$ cat config.mk
export PLATFORM = sky130hd
export DESIGN_NAME = revch_top
export DESIGN_NICKNAME = d
export VERILOG_FILES = /design/src/rtl/revch_pkg.sv /design/src/rtl/revch_sync.sv /design/src/rtl/revch_fifo.sv /design/src/rtl/revch_fsm.sv /design/src/rtl/revch_top.sv
export SDC_FILE = /design/constraint.sdc
export NUM_CORES = 1
export LEC_CHECK = 0
export ABC_AREA = 1
export BUFFER_PORTS_ARGS = -buffer_cell sky130_fd_sc_hd__buf_2
export CORE_ASPECT_RATIO = 1.1
export CORE_MARGIN = 5
export CORE_UTILIZATION = 62
export DETAILED_ROUTE_END_ITERATION = 10
export GPL_ROUTABILITY_DRIVEN = 0
export PLACE_DENSITY = 0.84
export SLEW_MARGIN = 10
export SYNTH_ARGS = -nofsm -noshare
export SYNTH_HDL_FRONTEND = slang
export SYNTH_SLANG_ARGS = --single-unit
$ cat constraint.sdc
create_clock -name clk -period 2.96 [get_ports clk]
set_input_delay 0 -clock clk [delete_from_list [all_inputs] [get_ports clk]]
set_output_delay 0 -clock clk [all_outputs]
set_load 0.02 [all_outputs]
$ cat src/rtl/revch_pkg.sv
package revch_pkg;

    localparam int DATA_W = 8;

    typedef struct packed {
        logic              cmd;
        logic [DATA_W-1:0] data;
    } rev_item_t;

    typedef enum logic [2:0] {
        ST_FWD,
        ST_TURN,
        ST_IDLE,
        ST_SETUP,
        ST_STROBE,
        ST_HOLD,
        ST_RELEASE
    } rev_state_e;

    // Bus drivers are on only in states strictly inside the granted window.
    function automatic logic drives_bus(rev_state_e st);
        return (st == ST_IDLE) || (st == ST_SETUP) ||
               (st == ST_STROBE) || (st == ST_HOLD);
    endfunction

    // Line level for the type flag: high for payload, low for command.
    function automatic logic flag_level(rev_item_t it);
        return ~it.cmd;
    endfunction

endpackage

$ cat src/rtl/revch_sync.sv
module revch_sync #(
    parameter int               WIDTH   = 2,
    parameter int               STAGES  = 2,
    parameter logic [WIDTH-1:0] RST_VAL = '0
) (
    input  logic             clk,
    input  logic             rst,
    input  logic [WIDTH-1:0] d,
    output logic [WIDTH-1:0] q
);

    logic [WIDTH-1:0] pipe [STAGES];

    for (genvar s = 0; s < STAGES; s++) begin : g_stage
        if (s == 0) begin : g_first
            always_ff @(posedge clk) begin
                if (rst) pipe[0] <= RST_VAL;
                else     pipe[0] <= d;
            end
        end else begin : g_next
            always_ff @(posedge clk) begin
                if (rst) pipe[s] <= RST_VAL;
                else     pipe[s] <= pipe[s-1];
            end
        end
    end

    assign q = pipe[STAGES-1];

endmodule

$ cat src/rtl/revch_fifo.sv
module revch_fifo
    import revch_pkg::*;
#(
    parameter int DEPTH = 4
) (
    input  logic      clk,
    input  logic      rst,
    input  logic      push,
    input  rev_item_t din,
    input  logic      pop,
    output rev_item_t dout,
    output logic      empty,
    output logic      full
);

    localparam int AW = (DEPTH > 1) ? $clog2(DEPTH) : 1;
    localparam int CW = AW + 1;
    localparam logic [AW-1:0] LAST = AW'(DEPTH - 1);

    rev_item_t       mem [DEPTH];
    logic [AW-1:0]   wr_ptr, rd_ptr;
    logic [CW-1:0]   count;
    logic            push_ok, pop_ok;

    assign full    = (count == CW'(DEPTH));
    assign empty   = (count == '0);
    assign push_ok = push && !full;
    assign pop_ok  = pop && !empty;
    assign dout    = mem[rd_ptr];

    always_ff @(posedge clk) begin
        if (push_ok) mem[wr_ptr] <= din;
    end

    always_ff @(posedge clk) begin
        if (rst) begin
            wr_ptr <= '0;
            rd_ptr <= '0;
            count  <= '0;
        end else begin
            if (push_ok) wr_ptr <= (wr_ptr == LAST) ? '0 : wr_ptr + 1'b1;
            if (pop_ok)  rd_ptr <= (rd_ptr == LAST) ? '0 : rd_ptr + 1'b1;
            count <= count + CW'(push_ok) - CW'(pop_ok);
        end
    end

endmodule

$ cat src/rtl/revch_fsm.sv
module revch_fsm
    import revch_pkg::*;
(
    input  logic              clk,
    input  logic              rst,
    input  logic              req_n_s,
    input  logic              ack_s,
    input  rev_item_t         head,
    input  logic              empty,
    output logic              pop,
    output logic              grant_n,
    output logic              strobe_n,
    output logic              oe,
    output logic [DATA_W-1:0] bus_q,
    output logic              flag_q
);

    rev_state_e state, state_nx;
    logic       released;

    assign released = req_n_s;

    always_comb begin
        state_nx = state;
        pop      = 1'b0;
        unique case (state)
            ST_FWD:     if (!released) state_nx = ST_TURN;
            ST_TURN:    state_nx = released ? ST_RELEASE : ST_IDLE;
            ST_IDLE: begin
                if (released) begin
                    state_nx = ST_RELEASE;
                end else if (!empty) begin
                    state_nx = ST_SETUP;
                    pop      = 1'b1;
                end
            end
            ST_SETUP:   state_nx = released ? ST_RELEASE : ST_STROBE;
            ST_STROBE: begin
                if (released)   state_nx = ST_RELEASE;
                else if (ack_s) state_nx = ST_HOLD;
            end
            ST_HOLD: begin
                if (released)    state_nx = ST_RELEASE;
                else if (!ack_s) state_nx = ST_IDLE;
            end
            ST_RELEASE: state_nx = ST_FWD;
            default:    state_nx = ST_FWD;
        endcase
    end

    always_ff @(posedge clk) begin
        if (rst) begin
            state  <= ST_FWD;
            bus_q  <= '0;
            flag_q <= 1'b1;
        end else begin
            state <= state_nx;
            if (pop) begin
                bus_q  <= head.data;
                flag_q <= flag_level(head);
            end
        end
    end

    assign grant_n  = (state == ST_FWD);
    assign strobe_n = (state != ST_STROBE);
    assign oe       = drives_bus(state);

endmodule

$ cat src/rtl/revch_top.sv
module revch_top
    import revch_pkg::*;
#(
    parameter int FIFO_DEPTH  = 4,
    parameter int SYNC_STAGES = 2
) (
    input  logic       clk,
    input  logic       rst,
    input  logic       tx_valid,
    input  logic [7:0] tx_data,
    input  logic       tx_cmd,
    output logic       tx_ready,
    input  logic       host_rev_req_n,
    input  logic       host_ack,
    output logic       periph_req_n,
    output logic       rev_grant_n,
    output logic       periph_strobe_n,
    output logic       periph_flag,
    output logic [7:0] bus_out,
    output logic       bus_oe
);

    logic [1:0] host_raw, host_s;
    rev_item_t  in_item, head;
    logic       q_empty, q_full, q_pop;

    assign host_raw = {host_rev_req_n, host_ack};
    assign in_item  = '{cmd: tx_cmd, data: tx_data};
    assign tx_ready = !q_full;
    assign periph_req_n = q_empty;

    revch_sync #(
        .WIDTH  (2),
        .STAGES (SYNC_STAGES),
        .RST_VAL(2'b10)
    ) u_sync (
        .clk(clk),
        .rst(rst),
        .d  (host_raw),
        .q  (host_s)
    );

    revch_fifo #(
        .DEPTH(FIFO_DEPTH)
    ) u_fifo (
        .clk  (clk),
        .rst  (rst),
        .push (tx_valid),
        .din  (in_item),
        .pop  (q_pop),
        .dout (head),
        .empty(q_empty),
        .full (q_full)
    );

    revch_fsm u_fsm (
        .clk     (clk),
        .rst     (rst),
        .req_n_s (host_s[1]),
        .ack_s   (host_s[0]),
        .head    (head),
        .empty   (q_empty),
        .pop     (q_pop),
        .grant_n (rev_grant_n),
        .strobe_n(periph_strobe_n),
        .oe      (bus_oe),
        .bus_q   (bus_out),
        .flag_q  (periph_flag)
    );

endmodule

* Word level (Yosys, flattened, before mapping) *
Memory sizes are Yosys's and may differ from the RTL's. A register that Yosys moved wholly into a read port is not among the register bits.
Cells that the tools add are included.

word-level totals
  flip-flop bits (word level) = 19
  latch bits = 0
  bits in writable memories = 40
  memory bits (read-only) = 0
  output and inout port bits = 14
  memories = 2

operators by class
  add/subtract/negate cells = 4
  $mul = 0
  divide/modulo/power cells = 0
  magnitude comparators = 0
  equality and inequality tests = 13
  shift operators = 0
  muxes and demuxes = 24
  bitwise logic cells = 3
  reductions and logical operators = 10

memory list
  memory       words  bits a word  rd ports  clocked after memory_dff  write ports  line              RTL
  u_fifo.mem   4      9            1         1                         1            revch_fifo.sv:20  rev_item_t mem [DEPTH];
  u_sync.pipe  2      2            2         0                         2            revch_sync.sv:12  logic [WIDTH-1:0] pipe [STAGES];

operators with widths
  operator                                       number
  two-way mux 3 bit                              8
  case mux 3 bit (6 select lines)                1
  two-way mux 2 bit                              7
  inequality test 3 bit, second input constant   4
  == test 3 bit, second input constant           3
  two-way mux 1 bit                              8
  == test 3 x 2 -> 1 bit, second input constant  2
  zero test 3 bit                                2
  adder 2 x 1 -> 2 bit, second input constant    2
  == test 2 bit, second input constant           2
  AND reduction 4 bit                            1
  adder 3 x 1 -> 3 bit                           1
  == test 3 x 1 -> 1 bit, second input constant  1
  logical OR 1 bit                               3
  subtractor 3 x 1 -> 3 bit                      1
  logical AND 1 bit                              2
  zero test 1 bit                                2
  inequality test 2 bit, second input constant   1
  OR 1 bit                                       2
  NOT 1 bit                                      1

* Depth between registers and ports, before layout *
Gate-level depths: netlist of run 1.

  depth after elaboration = 7
  depth in mapped cells = 12

* Cells and area by module *
Synthesis of run 1 repeated with hierarchy kept, for this count alone.

second synthesis, totals
  cell total of the unflattened synthesis = 273
  area, all modules = 2742.6 um^2

by module, submodules not included
  module      instances  cells an instance  area each (um^2)  sequential area each (um^2)
  revch_fifo  1          157                1940.6            1261.2
  revch_fsm   1          102                684.4             240.2
  revch_sync  1          13                 113.9             80.1
  revch_top   1          1                  3.8               0.0

* Worst setup path after synthesis of run 1 *
Ideal clock, no wire load.

  path type = flip-flop to flip-flop
  start = register u_fifo.count[1]
  end = register u_fifo.count[2]
  library setup time = 120 ps
  arrival time = 2006 ps
  required time = 2840 ps
  setup slack = 834 ps
  stages on the path, launching flop included = 13
  buffers on the path = 1
  cell sequence = dfxtp_1 > nor2_1 > nand2_1 > inv_1 > nor2_4 > buf_6 > ha_1 > inv_1 > ha_1 > inv_1 > fa_1 > o21ai_0 > a21oi_1

on the way
  longest elaborated chain between the ends = 6

ends and longest elaborated chain
  what                           line              RTL
  start: declaration             revch_fifo.sv:22  logic [CW-1:0] count;
  start signal: assignment       revch_fifo.sv:43  count <= count + CW'(push_ok) - CW'(pop_ok);
  zero test 3 bit (*)            revch_fifo.sv:26  assign empty = (count == '0);
  net periph_req_n               revch_top.sv:15   output logic periph_req_n,
  two-way mux 1 bit              revch_fsm.sv:32   end else if (!empty) begin
  two-way mux 1 bit              revch_fsm.sv:30   if (released) begin
  two-way mux 1 bit              revch_fsm.sv:26   unique case (state)
  logical AND 1 bit (*)          revch_fifo.sv:28  assign pop_ok = pop && !empty;
  net u_fifo.pop_ok              revch_fifo.sv:23  logic push_ok, pop_ok;
  subtractor 3 x 1 -> 3 bit (*)  revch_fifo.sv:43

The timed path passes the listed nets; every way through them passes the cells marked *.
A chain may end at the register's enable or synchronous reset.

* Worst setup path after layout of run 1 *
  start = register u_fsm.state[1]
  end = register u_fifo.count[2]

on the way
  longest elaborated chain between the ends = 4

ends and longest elaborated chain
  what                       line              RTL
  start: declaration         revch_fsm.sv:18   rev_state_e state, state_nx;
  start signal: assignment   revch_fsm.sv:57   state <= state_nx;
  == test 3 x 2 -> 1 bit     revch_fsm.sv:26
  two-way mux 1 bit          revch_fsm.sv:26
  logical AND 1 bit          revch_fifo.sv:28
  subtractor 3 x 1 -> 3 bit  revch_fifo.sv:43

No other way between the ends.

==> metrics.yaml, run 1 <==
final_max_slew_viol_count: 0
cp_slowest_cell: "dfxtp_1"
crit_path_start_kind: "flip-flop"
core_region_area_mm2: 0.003964
ff2ff_setup_slack_ns: 0.83
cts_inserted_buffers: 9
clockBufferDepth: 2
hpwlAfterDp_um: 3198
synthesis.nets: 282
nets: 326
yosysTopAreaCell: "edfxtp_1"
p_comb_frac: 0.235
grt_start_max_net_pins: 20
cap_violations: 0
crit_path_max_fanout: 13
cts_tree: "yes"
die_area_mm2: 0.005504
slew_headroom: 0.3622
overflow: 0
track_usage: 0.1996
fill_cells: 265
rsz0062_at_grt: "false"
tightest_slew_ns: 0.9532
yosys-top-cells-area: "edfxtp_1 (42%), dfxtp_1 (20%), nor2_1 (10%)"
rows: 24
final_hold_viol_count: 0
clock_latency_ns: 0.33
status: "completed"
ys_seq_area_frac: 0.6193
cp.arrival_ns: 2.35
pwr-share-clk: 0.328
postRouteAntennaNets: 0
fmax_mhz: 468.8
hp-class: "in2reg"
drc_errors: 0
antenna_found_initial: 0
multi_input_area_um2: 802.0
portBuffers: 27
power.static_leakage_nw: 1.300
netlist_area_mm2: 0.002554
area_growth_pct: 19.60
vias: 1877
wl_um: 5167
switching_power_mw: 0.7630
finalCriticalPeriod_ns: 2.133
dr.first_iter.drc_count: 97
viasPerCell: 5.214
final_cell_mix: "nor2_1 (69), edfxtp_1 (36), o21ai_0 (34), buf_2 (27), inv_1 (26)"
path_cells: "inv_2 -> nor2_2 -> nand3_2 -> nor2_4 -> ha_1 -> inv_1 -> ha_1 -> inv_1 -> fa_1 -> o21ai_0 -> a21oi_1"
finalSetupViolations: 0
ir_worst_vdd_mv: 0.6890
switching_share: 0.3148
synth_warnings: 0
cts.htree.levels: 3
clk_pin_slew_ns: 0.07
internal_power_mw: 1.661
final_common_cell: "nor2_1"
initial_utilization: 0.6443
critical_path_required_ns: 3.18
synth_top_cell_area_share: 0.4233
root_buffer: "clkbuf_8"
ff_latch_area_mm2: 0.001582
cts.sinks: 61
synth-seq-cells: 61
io_pins: 28
synthCells: 259
path_class: "reg2reg"
wl_per_cell_um: 14.35
synthDistinctLibCells: 26
seqPwrFrac: 0.437
cp_top_family: "adder cells"
p_per_area_mw_per_mm2: 793.6
hold-worst-slack_ns: 0.1376
grt_pass1_wl_um: 8342
final_layout_size_suffix_gt1_frac: 0.1753
critPathMaxStageDelay_ns: 0.41
fin_skew_ns: 0.005016
die_w_um: 71.19
final.period_utilization: 0.7206
cp-end-kind: "flip-flop"
dr.pass1.iters: 4
finalSetupTns_ns: 0
antenna_cells: 0
post_cts_buffers: 0
chipHeight_um: 77.31
cp.buffers_inverters: 3
syn_avg_cell_area_um2: 9.860
grt_pass1_vias: 1821
## power groups by stage
stage	combinational (mW)	sequential [mW]	clock (mW)
global placement	0.530	1.07	0
finish	0.570	1.06	0.794
global route	0.644	1.07	0.850
CTS	0.569	1.06	0.805
detailed placement	0.548	1.08	0
floorplan	0.408	1.06	0
## state kept, by name (all words and copies together) (netlist names), named ones only
register       cells
u_fsm.bus_q        8
u_fifo.rd_ptr      2
u_fifo.mem        36
u_fifo.count       3
u_sync.pipe        4
u_fifo.wr_ptr      2
u_fsm.state        3
u_fsm.flag_q       1
## cells by family (layout without fill, tap and decap cells)
family | count (synthesis) | after routing | share of synthesized area
adder cells (fa/ha/maj) | 9 | 9 | 0.04704
buffers and inverters | 38 | 87 | 0.06662
AO/OA/AOI/OAI | 48 | 48 | 0.09897
flip-flops | 61 | 61 | 0.6193
AND/OR/NAND/NOR | 102 | 102 | 0.1646
XOR/XNOR | 1 | 1 | 0.003430
## synthesized netlist by cell type (all sizes together)
cell type,number
a21oi,6
o2111ai,1
edfxtp,36
nand2,20
clkbuf,2
ha,8
a211oi,1
inv,29
buf,7
nand3,8
dfxtp,25
o21ai,39
nor2,72
o211ai,1
xor2,1
or2,2
fa,1
## worst register-to-register path: stages, from the launching register on
cell and delay (ns):
dfxtp_1 0.41, inv_2 0.07, nor2_2 0.09, nand3_2 0.09, nor2_4 0.25, ha_1 0.28, inv_1 0.06, ha_1 0.13
inv_1 0.04, fa_1 0.37, o21ai_0 0.17, a21oi_1 0.06
## per-layer routing
metal / vias to the layer above / global-route usage / share of wire
met5: - / 0 / 0
met4: 0 / 0.08271 / 0.023
met3: 16 / 0.06013 / 0.055
met2: 56 / 0.3529 / 0.53
met1: 870 / 0.2199 / 0.40
li1: 935 / - / -
## through the flow
stage               setup WS [ns]  utilization  cells  area (µm²)  power [mW]
finish                     0.8270       0.7705    360        3054       2.424
global route               0.6114       0.7705    360        3054       2.561
CTS                        0.8232       0.7705    360        3054       2.432
detailed placement         0.8450       0.6812    330        2700       1.623
global placement           0.9008       0.6812    330        2700       1.599
floorplan                  0.8342            -    259        2554       1.472
## worst paths after layout
check,end,start,cells after the start
max,u_fifo.count[2],u_fsm.state[1],11
min,u_fifo.wr_ptr[1],tx_valid,3
max reg2reg,u_fifo.count[2],u_fsm.state[1],11
min reg2reg,u_sync.pipe[1][0],u_sync.pipe[0][0],2
## area by class of cell
type / count / area share
Timing Repair Buffer: 42 / 0.09258
Inverter: 29 / 0.03564
Sequential cell: 61 / 0.5178
Multi-Input combinational cell: 160 / 0.2626
Clock buffer: 9 / 0.04056
Tap cell: 52 / 0.02130
Clock inverter: 7 / 0.02950
## repair_timing
action	CTS	global route
hold buffers	14	0
gates resized for setup	0	0
endpoints found under the setup margin	0	0
hold endpoints to repair	44	0
Note: power is estimated with default switching activity, not from simulation.
==> run 2, diff against run 1 <==
- CORE_UTILIZATION: 62 -> 52
- PLACE_DENSITY: 0.84 -> 0.75
- clock period: 2.96 -> 1.85 ns (I/O delays scaled with it)
==> metrics.yaml, run 2 (synthesis results as in run 1) <==
slew_headroom: 0.6251
crit_path_max_fanout: 3
final_hold_viol_count: 0
chipHeight_um: 83.50
pwr-share-clk: 0.274
seqPwrFrac: 0.449
cts.htree.levels: 3
viasPerCell: 4.984
initial_utilization: 0.5414
root_buffer: "clkbuf_8"
dr.first_iter.drc_count: 103
grt_start_max_net_pins: 19
ff2ff_setup_slack_ns: 0.08
regMostFlops: "u_fifo.mem"
dr.pass1.iters: 4
cp.buffers_inverters: 3
grt_pass1_vias: 1945
finalSetupTns_ns: 0
internal_power_mw: 2.540
largest_reg_flops: 36
antenna_cells: 0
crit_path_start_kind: "flip-flop"
path_cells: "inv_2 -> nor2_2 -> nand3_2 -> nor2_4 -> ha_4 -> inv_2 -> ha_4 -> inv_2 -> fa_2 -> nor2_1"
overflow: 0
switching_power_mw: 1.201
final_common_cell: "nor2_1"
rows: 26
hpwlAfterDp_um: 3529
hp-class: "in2reg"
cts_tree: "yes"
ir_worst_vdd_mv: 0.5720
clockBufferDepth: 2
cts_inserted_buffers: 9
path_class: "reg2reg"
power.static_leakage_nw: 1.335
place_inst: 344
ff_latch_area_mm2: 0.001584
placed_area_mm2: 0.002813
antenna_found_initial: 0
final_layout_size_suffix_gt1_frac: 0.2264
final.period_utilization: 0.9587
cp.arrival_ns: 1.99
cp_slowest_cell: "fa_2"
status: "completed"
switching_share: 0.3211
hold-worst-slack_ns: 0.1261
postRouteAntennaNets: 0
fmax_mhz: 563.8
area_growth_pct: 22.59
nets: 336
cp_top_family: "adder cells"
cp-end-kind: "flip-flop"
p_per_area_mw_per_mm2: 1195
biggestRegsByFlops: "u_fifo.mem: 36 flops, u_fsm.bus_q: 8 flops, u_sync.pipe: 4 flops"
wl_um: 5074
final_cell_mix: "nor2_1 (68), edfxtp_1 (36), o21ai_0 (33), buf_2 (27), dfxtp_1 (23)"
cts.sinks: 61
stdcell_area_mm2: 0.003131
fill_cells: 372
vias: 1864
cp_common_cell: "inv_2"
clk_pin_slew_ns: 0.07
drc_errors: 0
p_comb_frac: 0.278
multi_input_area_um2: 837.1
fin_skew_ns: 0.01349
finalSetupViolations: 0
portBuffers: 27
grt_pass1_wl_um: 8576
die_w_um: 76.82
tightest_slew_ns: 0.5616
io_pins: 28
wl_per_cell_um: 13.57
finalCriticalPeriod_ns: 1.774
cap_violations: 0
core_region_area_mm2: 0.004717
fin_cells: 374
critPathMaxStageDelay_ns: 0.52
final_max_slew_viol_count: 0
rsz0062_at_grt: "false"
clock_latency_ns: 0.33
die_area_mm2: 0.006414
track_usage: 0.1692
critical_path_required_ns: 2.07
total_power_mw: 3.741
## run 2: cell count changes in the layout (fill, tap and decap cells not counted), sizes merged
cell,previous run,this run
clkbuf,9,14
clkinv,4,2
clkinvlp,1,0
buf,28,38
bufinv,2,0
## run 2: stage by stage
stage | setup WS (ns) | util
2_1_floorplan | -0.02976 | -
3_3_place_gp | 0.1226 | 0.5963
3_5_place_dp | 0.06090 | 0.5963
4_1_cts | 0.05549 | 0.6626
5_1_grt | 0.001831 | 0.6637
6_report | 0.07645 | 0.6637
## run 2: final cells by class
| cell class | count | area share |
|---|---|---|
| well taps | 56 | 0.02238 |
| inverters | 29 | 0.03477 |
| clock inverters | 2 | 0.003197 |
| flip-flops and latches | 61 | 0.5060 |
| multi-input cells | 160 | 0.2674 |
| repair buffers | 52 | 0.1143 |
| clock buffers | 14 | 0.05196 |
## run 2: worst reg2reg max path, stage by stage (launching register included)
cell     delay (ns)
dfxtp_2        0.33
inv_2          0.04
nor2_2         0.08
nand3_2        0.11
nor2_4         0.15
ha_4           0.20
inv_2          0.06
ha_4           0.11
inv_2          0.03
fa_2           0.52
nor2_1         0.04
## run 2: what timing repair did
item | in CTS | in global routing
gates resized for setup | 0 | 2
hold endpoints to repair | 43 | 0
hold buffers | 14 | 0
buffers inserted | 0 | 0
setup endpoints to repair | 0 | 2
## run 2: per-layer routing
| metal | share of wire | GRT usage | vias to the layer above |
|---|---|---|---|
| met4 | 0.021 | 0.1033 | 0 |
| met2 | 0.51 | 0.2803 | 39 |
| met1 | 0.43 | 0.1913 | 861 |
| li1 | - | - | 956 |
| met3 | 0.038 | 0.04644 | 8 |
| met5 | 0 | 0 | - |
## run 2: power by group through the flow
| stage | Sequential [mW] | Combinational, mW | Clock, mW |
|---|---|---|---|
| 2_1_floorplan | 1.71 | 0.681 | 0 |
| 3_3_place_gp | 1.69 | 0.973 | 0 |
| 3_5_place_dp | 1.70 | 1.02 | 0 |
| 4_1_cts | 1.67 | 1.04 | 1.05 |
| 5_1_grt | 1.69 | 1.19 | 1.10 |
| 6_report | 1.68 | 1.04 | 1.02 |
## run 2: final timing paths
path,endpoint,start,cells after the start
max,u_fifo.count[1],u_fsm.state[1],10
max reg2reg,u_fifo.count[1],u_fsm.state[1],10
min reg2reg,u_sync.pipe[1][1],u_sync.pipe[0][1],1
min,u_fifo.wr_ptr[1],tx_valid,4
==> run 3, diff against run 2 <==
- CORE_ASPECT_RATIO: 1.1 -> default
- SETUP_SLACK_MARGIN: default -> 0.15
==> metrics.yaml, run 3 (synthesis results as in run 1) <==
fill_cells: 369
clockBufferDepth: 2
fin_skew_ns: 0.009337
hp-class: "in2reg"
postRouteAntennaNets: 0
core_region_area_mm2: 0.004755
portBuffers: 27
stdcell_area_mm2: 0.003249
root_buffer: "clkbuf_8"
final_max_slew_viol_count: 0
vias: 1934
cp.arrival_ns: 1.97
critical_path_required_ns: 2.08
wl_per_cell_um: 12.52
hpwlAfterDp_um: 3211
cts_inserted_buffers: 9
final.period_utilization: 0.9422
final_cell_mix: "nor2_1 (68), edfxtp_1 (36), o21ai_0 (33), buf_2 (27), inv_1 (23)"
hold-worst-slack_ns: 0.1021
dr.pass1.iters: 4
rows: 25
grt_pass1_vias: 1846
drc_errors: 0
nets: 342
antenna_found_initial: 0
die_area_mm2: 0.006413
finalCriticalPeriod_ns: 1.743
viasPerCell: 4.946
dr.first_iter.drc_count: 108
grt_start_max_net_pins: 19
finalSetupViolations: 0
tightest_slew_ns: 0.5458
path_class: "reg2reg"
io_pins: 28
die_w_um: 80.08
status: "completed"
placed_area_mm2: 0.002826
cts.sinks: 61
regMostFlops: "u_fifo.mem"
power.static_leakage_nw: 1.381
crit_path_max_fanout: 3
clk_pin_slew_ns: 0.07
cts.htree.levels: 3
biggestRegsByFlops: "u_fifo.mem: 36 flops, u_fsm.bus_q: 8 flops, u_sync.pipe: 4 flops"
wl_um: 4895
area_growth_pct: 27.24
final_layout_size_suffix_gt1_frac: 0.2377
p_per_area_mw_per_mm2: 1237
crit_path_start_kind: "flip-flop"
overflow: 0
clock_latency_ns: 0.34
antenna_cells: 0
largest_reg_flops: 36
total_power_mw: 4.019
fmax_mhz: 573.7
initial_utilization: 0.5371
final_hold_viol_count: 0
ir_worst_vdd_mv: 0.6636
cp-end-kind: "flip-flop"
rsz0062_at_grt: "true"
track_usage: 0.1735
final_common_cell: "nor2_1"
chipHeight_um: 80.08
cts_tree: "yes"
grt_pass1_wl_um: 8314
worst_slack_ns: 0.1069
slew_headroom: 0.6357
cap_violations: 0
pre_cts_slack_ns: 0.1011
[run 3: cell types whose count changed in the layout (fill, tap and decap cells not counted), sizes merged]
cell         before  now
buf              38   41
bufinv            0    2
clkbuf           14   12
clkinv            2    1
clkinvlp          0    1
dlygate4sd3      14   17
[run 3: final cells by class]
class / instances / area, µm² / area share
timing repair buffer: 58 / 410.4 / 0.1263
multi-input combinational: 160 / 840.8 / 0.2588
tap: 67 / 83.83 / 0.02580
clock inverter: 4 / 71.32 / 0.02195
clock buffer: 12 / 145.1 / 0.04467
sequential: 61 / 1589 / 0.4890
inverter: 29 / 108.9 / 0.03350
[run 3: final timing paths]
kind | start | end | slack (ns) | depth (start not counted)
max reg2reg | u_fsm.state[1] | u_fifo.count[1] | 0.11 | 10
max | u_fsm.state[1] | u_fifo.count[1] | 0.11 | 10
min reg2reg | u_sync.pipe[0][1] | u_sync.pipe[1][1] | 0.43 | 1
min | tx_valid | u_fifo.wr_ptr[1] | 0.10 | 4
[run 3: stage by stage]
step           std cells  setup TNS (ns)    util
2_1_floorplan        259        -0.02976       -
3_3_place_gp         355               0  0.5945
3_5_place_dp         355               0  0.5945
4_1_cts              390               0  0.6811
5_1_grt              391               0  0.6834
6_report             391               0  0.6834
[run 3: critical path: stages (launching register included)]
cell and delay (ns):
dfxtp_2 0.33, inv_2 0.04, nor2_2 0.08, nand3_2 0.10, nor2_4 0.15, ha_4 0.21, inv_2 0.06, ha_4 0.11
inv_2 0.03, fa_2 0.50, nor2_1 0.04
[run 3: metal layers]
metal,up-vias,GRT usage,wire length (µm)
met5,-,0,0
met4,0,0.06588,63
met3,9,0.06278,223
met2,40,0.2839,2311
met1,914,0.2086,2296
li1,971,-,-
[run 3: where the power goes]
part	internal (mW)	switching, mW
logic	0.410	0.657
clock network	0.791	0.480
registers	1.61	0.0740
[run 3: timing repair]
item,4_1_cts,5_1_grt
pin swaps,1,1
buffers inserted,2,1
setup endpoints to repair,2,3
hold endpoints to repair,43,0
gates resized for setup,4,1
hold buffers,17,0
